File: config.mk
export PLATFORM = sky130hd
export DESIGN_NAME = rc_cap_timer
export DESIGN_NICKNAME = d
export VERILOG_FILES = /design/src/rtl/rc_cap_timer.sv
export SDC_FILE = /design/constraint.sdc
export NUM_CORES = 1
export LEC_CHECK = 0
export CAP_MARGIN = 20
export CORE_MARGIN = 1.5
export CORE_UTILIZATION = 60
export CTS_CLUSTER_DIAMETER = 80
export DETAILED_ROUTE_END_ITERATION = 6
export HOLD_SLACK_MARGIN = 0.05
export PLACE_DENSITY = 0.84
export SYNTH_ARGS = -nofsm -noshare
export SYNTH_HDL_FRONTEND = slang
export SYNTH_SLANG_ARGS = --single-unit
export TNS_END_PERCENT = 100
File: constraint.sdc
create_clock -name clk -period 5 [get_ports clk]
set_input_delay 0.75 -clock clk [delete_from_list [all_inputs] [get_ports clk]]
set_output_delay 0.75 -clock clk [all_outputs]
set_load 0.02 [all_outputs]
File: src/rtl/rc_cap_timer.sv
module rc_cap_timer #(
  parameter int unsigned     DIV_RATIO     = 10,
  parameter int unsigned     DIV_STAGES    = 3,
  parameter longint unsigned WINDOW_CYCLES = 64'd3000000000
) (
  input  logic        clk,
  input  logic        rst_n,
  input  logic        start_btn,
  input  logic        abort_btn,
  input  logic        comp_in,
  input  logic        ref_tick,
  input  logic [1:0]  range_sel,
  output logic        discharge_on,
  output logic        charging_led,
  output logic        res_sel_1k,
  output logic [15:0] result_bcd,
  output logic        overflow
);

  localparam int WCW = (WINDOW_CYCLES > 1) ? $clog2(WINDOW_CYCLES) : 1;
  localparam int DCW = (DIV_RATIO > 1) ? $clog2(DIV_RATIO) : 1;
  localparam logic [WCW-1:0] WIN_LAST = WCW'(WINDOW_CYCLES - 1);
  localparam logic [DCW-1:0] DIV_LAST = DCW'(DIV_RATIO - 1);
  localparam logic [15:0]    BCD_MAX  = 16'h9999;

  logic [1:0]     st_sy, ab_sy, cp_sy;
  logic           st_q, cp_q;
  logic           window, done, ovf_run;
  logic [WCW-1:0] win_cnt;
  logic [15:0]    cnt;
  logic [DIV_STAGES:0] carry;

  wire start_s  = st_sy[1];
  wire abort_s  = ab_sy[1];
  wire comp_s   = cp_sy[1];
  wire open_win = start_s && !st_q && !window && !abort_s;
  wire comp_fall = cp_q && !comp_s;
  wire count_en = window && comp_s && !done;
  wire slow_tick = carry[DIV_STAGES];
  wire sel_tick = (range_sel == 2'd0) ? ref_tick : slow_tick;

  assign discharge_on = !window;
  assign charging_led = count_en;
  assign res_sel_1k   = range_sel[1];

  function automatic logic [15:0] bcd_inc(input logic [15:0] v);
    logic c;
    c = 1'b1;
    for (int i = 0; i < 4; i++) begin
      if (c) begin
        if (v[4*i +: 4] == 4'd9) v[4*i +: 4] = 4'd0;
        else begin
          v[4*i +: 4] = v[4*i +: 4] + 4'd1;
          c = 1'b0;
        end
      end
    end
    return v;
  endfunction

  always_ff @(posedge clk or negedge rst_n) begin
    if (!rst_n) begin
      st_sy <= '0; ab_sy <= '0; cp_sy <= '0;
      st_q  <= 1'b0; cp_q <= 1'b0;
    end else begin
      st_sy <= {st_sy[0], start_btn};
      ab_sy <= {ab_sy[0], abort_btn};
      cp_sy <= {cp_sy[0], comp_in};
      st_q  <= start_s;
      cp_q  <= comp_s;
    end
  end

  assign carry[0] = ref_tick;
  for (genvar g = 0; g < DIV_STAGES; g++) begin : g_div
    logic [DCW-1:0] dc;
    always_ff @(posedge clk or negedge rst_n) begin
      if (!rst_n) dc <= '0;
      else if (carry[g]) dc <= (dc == DIV_LAST) ? '0 : dc + 1'b1;
    end
    assign carry[g+1] = carry[g] && (dc == DIV_LAST);
  end

  always_ff @(posedge clk or negedge rst_n) begin
    if (!rst_n) begin
      window  <= 1'b0;
      win_cnt <= '0;
    end else if (abort_s) begin
      window <= 1'b0;
    end else if (open_win) begin
      window  <= 1'b1;
      win_cnt <= '0;
    end else if (window) begin
      if (win_cnt == WIN_LAST) window <= 1'b0;
      else win_cnt <= win_cnt + 1'b1;
    end
  end

  always_ff @(posedge clk or negedge rst_n) begin
    if (!rst_n) begin
      done    <= 1'b0;
      cnt     <= '0;
      ovf_run <= 1'b0;
    end else if (open_win) begin
      done    <= 1'b0;
      cnt     <= '0;
      ovf_run <= 1'b0;
    end else begin
      if (window && comp_fall) done <= 1'b1;
      if (count_en && sel_tick) begin
        if (cnt == BCD_MAX) ovf_run <= 1'b1;
        else cnt <= bcd_inc(cnt);
      end
    end
  end

  always_ff @(posedge clk or negedge rst_n) begin
    if (!rst_n) begin
      result_bcd <= '0;
      overflow   <= 1'b0;
    end else if (window && !done && comp_fall) begin
      result_bcd <= cnt;
      overflow   <= ovf_run;
    end
  end

  p_open_releases_r2: assert property (@(posedge clk) disable iff (!rst_n)
    open_win |=> !discharge_on);

  p_idle_hold_r3: assert property (@(posedge clk) disable iff (!rst_n)
    (!count_en && !open_win) |=> $stable(cnt));

  p_latch_r4: assert property (@(posedge clk) disable iff (!rst_n)
    (window && !done && comp_fall) |=> (result_bcd == $past(cnt)));

  p_slow_sparse_r6: assert property (@(posedge clk) disable iff (!rst_n)
    slow_tick |-> ref_tick);

  p_abort_closes_r7: assert property (@(posedge clk) disable iff (!rst_n)
    abort_s |=> discharge_on);

  p_led_done_r8: assert property (@(posedge clk) disable iff (!rst_n)
    done |-> !charging_led);

  p_no_overflow_r9: assert property (@(posedge clk) disable iff (!rst_n)
    (cnt == BCD_MAX && !open_win) |=> (cnt == BCD_MAX));

  p_result_hold_r11: assert property (@(posedge clk) disable iff (!rst_n)
    !(window && !done && comp_fall) |=> $stable(result_bcd));

endmodule

==> flow_results.xml <==
<?xml version="1.0" encoding="UTF-8"?>
<metrics>
  <group name="floorplanning">
    <metric name="chip_height" unit="microns">88.9</metric>
    <metric name="chipWidth" unit="microns">88.9</metric>
    <metric name="core" unit="sq um">7210</metric>
    <metric name="floorplan.io_pins" unit="">28</metric>
    <metric name="row_count" unit="">31</metric>
    <metric name="design.die.area" unit="sq um">7910</metric>
    <metric name="initial_utilization" unit="%">61.4</metric>
  </group>
  <group name="setup_path">
    <metric name="cpMostUsedCell" unit="">sky130_fd_sc_hd__clkdlybuf4s50_1</metric>
    <metric name="family_of_cells_with_the_greatest_summed_delay_on_the_critical_path" unit="">buffers and inverters</metric>
    <metric name="max_stage_delay" unit="ps">630</metric>
    <metric name="timing.critical_path.required" unit="ps">4250</metric>
    <metric name="worstSetupStartpointType" unit="">input port</metric>
    <metric name="crit_slowest_cell" unit="">sky130_fd_sc_hd__clkdlybuf4s50_1</metric>
    <metric name="cp.arrival" unit="ps">1890</metric>
    <metric name="crit_buf_inv" unit="">2</metric>
    <metric name="worstPathCellList" unit="">clkdlybuf4s50_1 &gt; clkdlybuf4s50_1</metric>
    <metric name="end_kind" unit="">output pin</metric>
    <metric name="timing.critical_path.fanout_max" unit="">3</metric>
    <metric name="criticalPathCategory" unit="">input port to output pin</metric>
  </group>
  <group name="synth">
    <metric name="post-synth-top-area-cell" unit="">sky130_fd_sc_hd__dfrtp_1</metric>
    <metric name="synth_top_area_share" unit="%">49.7</metric>
    <metric name="synth_top_cells_by_area" unit="">sky130_fd_sc_hd__dfrtp_1 (50%), sky130_fd_sc_hd__mux2_2 (4.3%), sky130_fd_sc_hd__xnor2_1 (3.8%), sky130_fd_sc_hd__nor2_1 (2.8%), sky130_fd_sc_hd__o21ai_0 (2.6%)</metric>
    <metric name="synth_area" unit="sq um">4430</metric>
    <metric name="yosysUniqueCellTypes" unit="">56</metric>
    <metric name="syn-instance-count" unit="">429</metric>
    <metric name="synth_enable_flop_cells" unit="">0</metric>
    <metric name="asr_flop_ratio_synth" unit="%">100</metric>
    <metric name="number_of_synthesized_register_bits" unit="">88</metric>
    <metric name="syn-num-nets" unit="">446</metric>
    <metric name="synth_top_flop_cell" unit="">sky130_fd_sc_hd__dfrtp_1</metric>
    <metric name="yosysWarningCount" unit="">0</metric>
    <metric name="synth_seq_area_share" unit="%">49.7</metric>
    <metric name="postSynthAreaPerCell" unit="sq um">10.3</metric>
  </group>
  <group name="global_route">
    <metric name="first_pass_grt_wire_length" unit="microns">15100</metric>
    <metric name="globalRouteOverflowTotal" unit="">0</metric>
    <metric name="grtUsageTotal" unit="%">25.0</metric>
    <metric name="grt_start_max_net_pins" unit="">47</metric>
    <metric name="antenna_found_initial" unit="">0</metric>
    <metric name="first_global_vias" unit="">3292</metric>
  </group>
  <group name="placed_design">
    <metric name="gp_congestion" unit="">0.883</metric>
    <metric name="io_buffer_count" unit="">27</metric>
    <metric name="place.detailed.hpwl" unit="microns">6080</metric>
  </group>
  <group name="clock_tree">
    <metric name="cts-buffers-inserted" unit="">9</metric>
    <metric name="cts.sink_count" unit="">88</metric>
    <metric name="post_cts_resized" unit="">0</metric>
    <metric name="cts_h_tree_depth" unit="">3</metric>
    <metric name="cts.root.buffer_cell" unit="">sky130_fd_sc_hd__clkbuf_8</metric>
    <metric name="clk_path_buf_depth" unit="">2</metric>
    <metric name="clkLatencyLatePin" unit="ps">360</metric>
    <metric name="cts.reportedPaths.clkPinSlew" unit="ps">90</metric>
    <metric name="cts_post_setup_buffers_inserted" unit="">0</metric>
    <metric name="cts_tree" unit="">built</metric>
    <metric name="hold_buffers" unit="">0</metric>
  </group>
  <group name="drt">
    <metric name="detail-route-antenna-nets" unit="">0</metric>
    <metric name="route.vias.total" unit="">3365</metric>
    <metric name="wl_met3" unit="microns">345</metric>
    <metric name="wl_per_cell" unit="microns">15.8</metric>
    <metric name="wl_met2" unit="microns">4510</metric>
    <metric name="detailedRoute.firstIterationViolations" unit="">206</metric>
    <metric name="drt-total-wl" unit="microns">8830</metric>
    <metric name="post_drt_via_cell_ratio" unit="">6.03</metric>
    <metric name="dr.max_layer_used" unit="">met4</metric>
    <metric name="met1_length" unit="microns">3880</metric>
    <metric name="detail_route.first_pass.iterations" unit="">4</metric>
    <metric name="drc" unit="">0</metric>
  </group>
  <group name="run_status">
    <metric name="outcome" unit="">finished clean</metric>
  </group>
  <group name="sta">
    <metric name="max_freq" unit="MHz">379</metric>
    <metric name="timing_hold_violations_final" unit="">0</metric>
    <metric name="finalCriticalPeriod" unit="ps">2640</metric>
    <metric name="maxSlewHeadroom" unit="%">50.2</metric>
    <metric name="setup_tns_final" unit="ps">0</metric>
    <metric name="max_slew.worst_pin.slew" unit="ps">741</metric>
    <metric name="grt_setup_unrepaired" unit="">no</metric>
    <metric name="timing.final.max_slew_violations" unit="">0</metric>
    <metric name="finalSetupViolations" unit="">0</metric>
    <metric name="layout_worst_path_cycle_share" unit="%">52.8</metric>
    <metric name="worst_clock_skew" unit="ps">5.66</metric>
  </group>
  <group name="final_layout">
    <metric name="area_growth_syn_to_layout" unit="%">12.4</metric>
    <metric name="antenna_cells_inserted" unit="">0</metric>
    <metric name="nets" unit="">471</metric>
    <metric name="fraction_of_final_layout_cells_sized_beyond_drive_strength_1" unit="%">10.9</metric>
  </group>
  <group name="power_and_ir_drop">
    <metric name="fin_total_pwr" unit="W">0.00154</metric>
    <metric name="power.leakage" unit="nW">2.08</metric>
    <metric name="power.ir.vdd_worst" unit="V">0.000220</metric>
    <metric name="power.density" unit="nW/um^2">309</metric>
  </group>
  <group name="min_path">
    <metric name="min-delay-path-class" unit="">input port to async pin</metric>
  </group>
  <group name="job">
    <metric name="max-cap-violations" unit="">0</metric>
  </group>
</metrics>
cell usage after synthesis (2+ instances only):
master	number
sky130_fd_sc_hd__o211ai_1	4
sky130_fd_sc_hd__clkbuf_1	11
sky130_fd_sc_hd__nand2b_1	3
sky130_fd_sc_hd__xor2_1	4
sky130_fd_sc_hd__nor4bb_1	4
sky130_fd_sc_hd__a21o_1	2
sky130_fd_sc_hd__and3_1	3
sky130_fd_sc_hd__nand4_1	11
sky130_fd_sc_hd__and3b_1	4
sky130_fd_sc_hd__o31ai_1	9
sky130_fd_sc_hd__nand3_1	16
sky130_fd_sc_hd__buf_4	2
sky130_fd_sc_hd__xnor2_1	19
sky130_fd_sc_hd__nand3b_1	3
sky130_fd_sc_hd__o21ai_0	23
sky130_fd_sc_hd__nor2b_1	7
sky130_fd_sc_hd__and2_1	2
sky130_fd_sc_hd__and4b_1	2
sky130_fd_sc_hd__a21oi_1	19
sky130_fd_sc_hd__nor3b_1	6
sky130_fd_sc_hd__and4_1	3
sky130_fd_sc_hd__mux2_2	17
sky130_fd_sc_hd__nor4_1	13
sky130_fd_sc_hd__buf_2	3
sky130_fd_sc_hd__nand2_1	29
sky130_fd_sc_hd__nor3_1	8
sky130_fd_sc_hd__nor4b_1	2
sky130_fd_sc_hd__nor2_1	33
sky130_fd_sc_hd__ha_1	9
sky130_fd_sc_hd__a31oi_1	2
sky130_fd_sc_hd__or3_1	13
sky130_fd_sc_hd__dfrtp_1	88
sky130_fd_sc_hd__inv_1	17
sky130_fd_sc_hd__mux2i_1	6
sky130_fd_sc_hd__or4_1	11
state kept, by name, indices dropped and copies added, names as in the netlist:
signal and cells:
win_cnt 32, cnt 16, result_bcd 16, g_div.dc 12, ab_sy 2, cp_sy 2
st_sy 2, cp_q 1, done 1, overflow 1, ovf_run 1, st_q 1
window 1
cell usage in the layout, fill, tap and decap left out, drive strengths merged, types with 3 or more instances in the layout:
master         count
and3b              4
nor4bb             4
nand2             29
nand2b             3
or4               11
dfrtp             88
mux2i              6
xor2               4
o211ai             4
and3               4
buf                5
mux2              17
nor2b              7
nand3             16
inv               19
xnor2             19
nor2              33
o31ai              9
and2               3
nor4              15
ha                 9
clkinv             4
nand4             13
nor3b              6
o21ai             23
nand3b             4
clkbuf             9
a21oi             19
nor3               9
or3               13
and4               3
clkdlybuf4s50     26
layout make-up:
cell class,count,area [sq um]
clock buffers,9,124
clock inverters,7,78.8
fillers,542,2240
inverters,17,63.8
multi-input cells,307,2090
flip-flops and latches,88,2200
well taps,99,124
repair buffers,31,298
cell families (layout without fill, tap and decap cells):
group / after synthesis / in the layout / share of synthesized area, %
multiplexers: 23 / 23 / 5.68
adder cells (fa/ha/maj): 9 / 9 / 2.54
buffers and inverters: 34 / 64 / 3.14
AND/OR/NAND/NOR: 187 / 187 / 25.5
flip-flops: 88 / 88 / 49.7
AO/OA/AOI/OAI: 65 / 65 / 8.90
XOR/XNOR: 23 / 23 / 4.55
per-layer routing:
metal | vias to the layer above | track usage [%]
li1 | 1615 | -
met1 | 1665 | 31.3
met2 | 74 | 42.0
met3 | 11 | 6.19
met4 | 0 | 9.52
met5 | - | 0
power breakdown:
part | internal (W) | total, W | switching, W
sequential | 0.000774 | 0.000837 | 0.0000624
combinational | 0.0000995 | 0.000202 | 0.000103
clock | 0.000236 | 0.000501 | 0.000265
final timing paths:
| kind | depth (start not counted) | end | slack, ps | startpoint |
|---|---|---|---|---|
| min in group clk | 0 | ab_sy[1]$_DFF_PN0_ | 360 | ab_sy[0]$_DFF_PN0_ |
| hold / removal | 1 | win_cnt[26]$_DFFE_PN0P_ | 360 | rst_n |
| setup / recovery | 2 | res_sel_1k | 2360 | range_sel[1] |
| max in group asynchronous | 2 | cnt[15]$_DFFE_PN0P_ | 3650 | rst_n |
| hold reg to reg | 0 | ab_sy[1]$_DFF_PN0_ | 360 | ab_sy[0]$_DFF_PN0_ |
| setup reg to reg | 6 | cnt[14]$_DFFE_PN0P_ | 2660 | cnt[0]$_DFFE_PN0P_ |
stage by stage:
stage	utilization [%]	cell area, sq um	std cells	worst slack, ps	hold slack [ps]
3_5_place_dp	66.2	4780	542	2040	343
5_1_grt	69.0	4980	558	2260	373
6_report	69.0	4980	558	2360	360
2_1_floorplan	-	4430	429	2780	331
4_1_cts	69.0	4980	558	2350	365
3_3_place_gp	66.2	4780	542	2160	333
No activity file was read; power rests on OpenSTA's default activity.
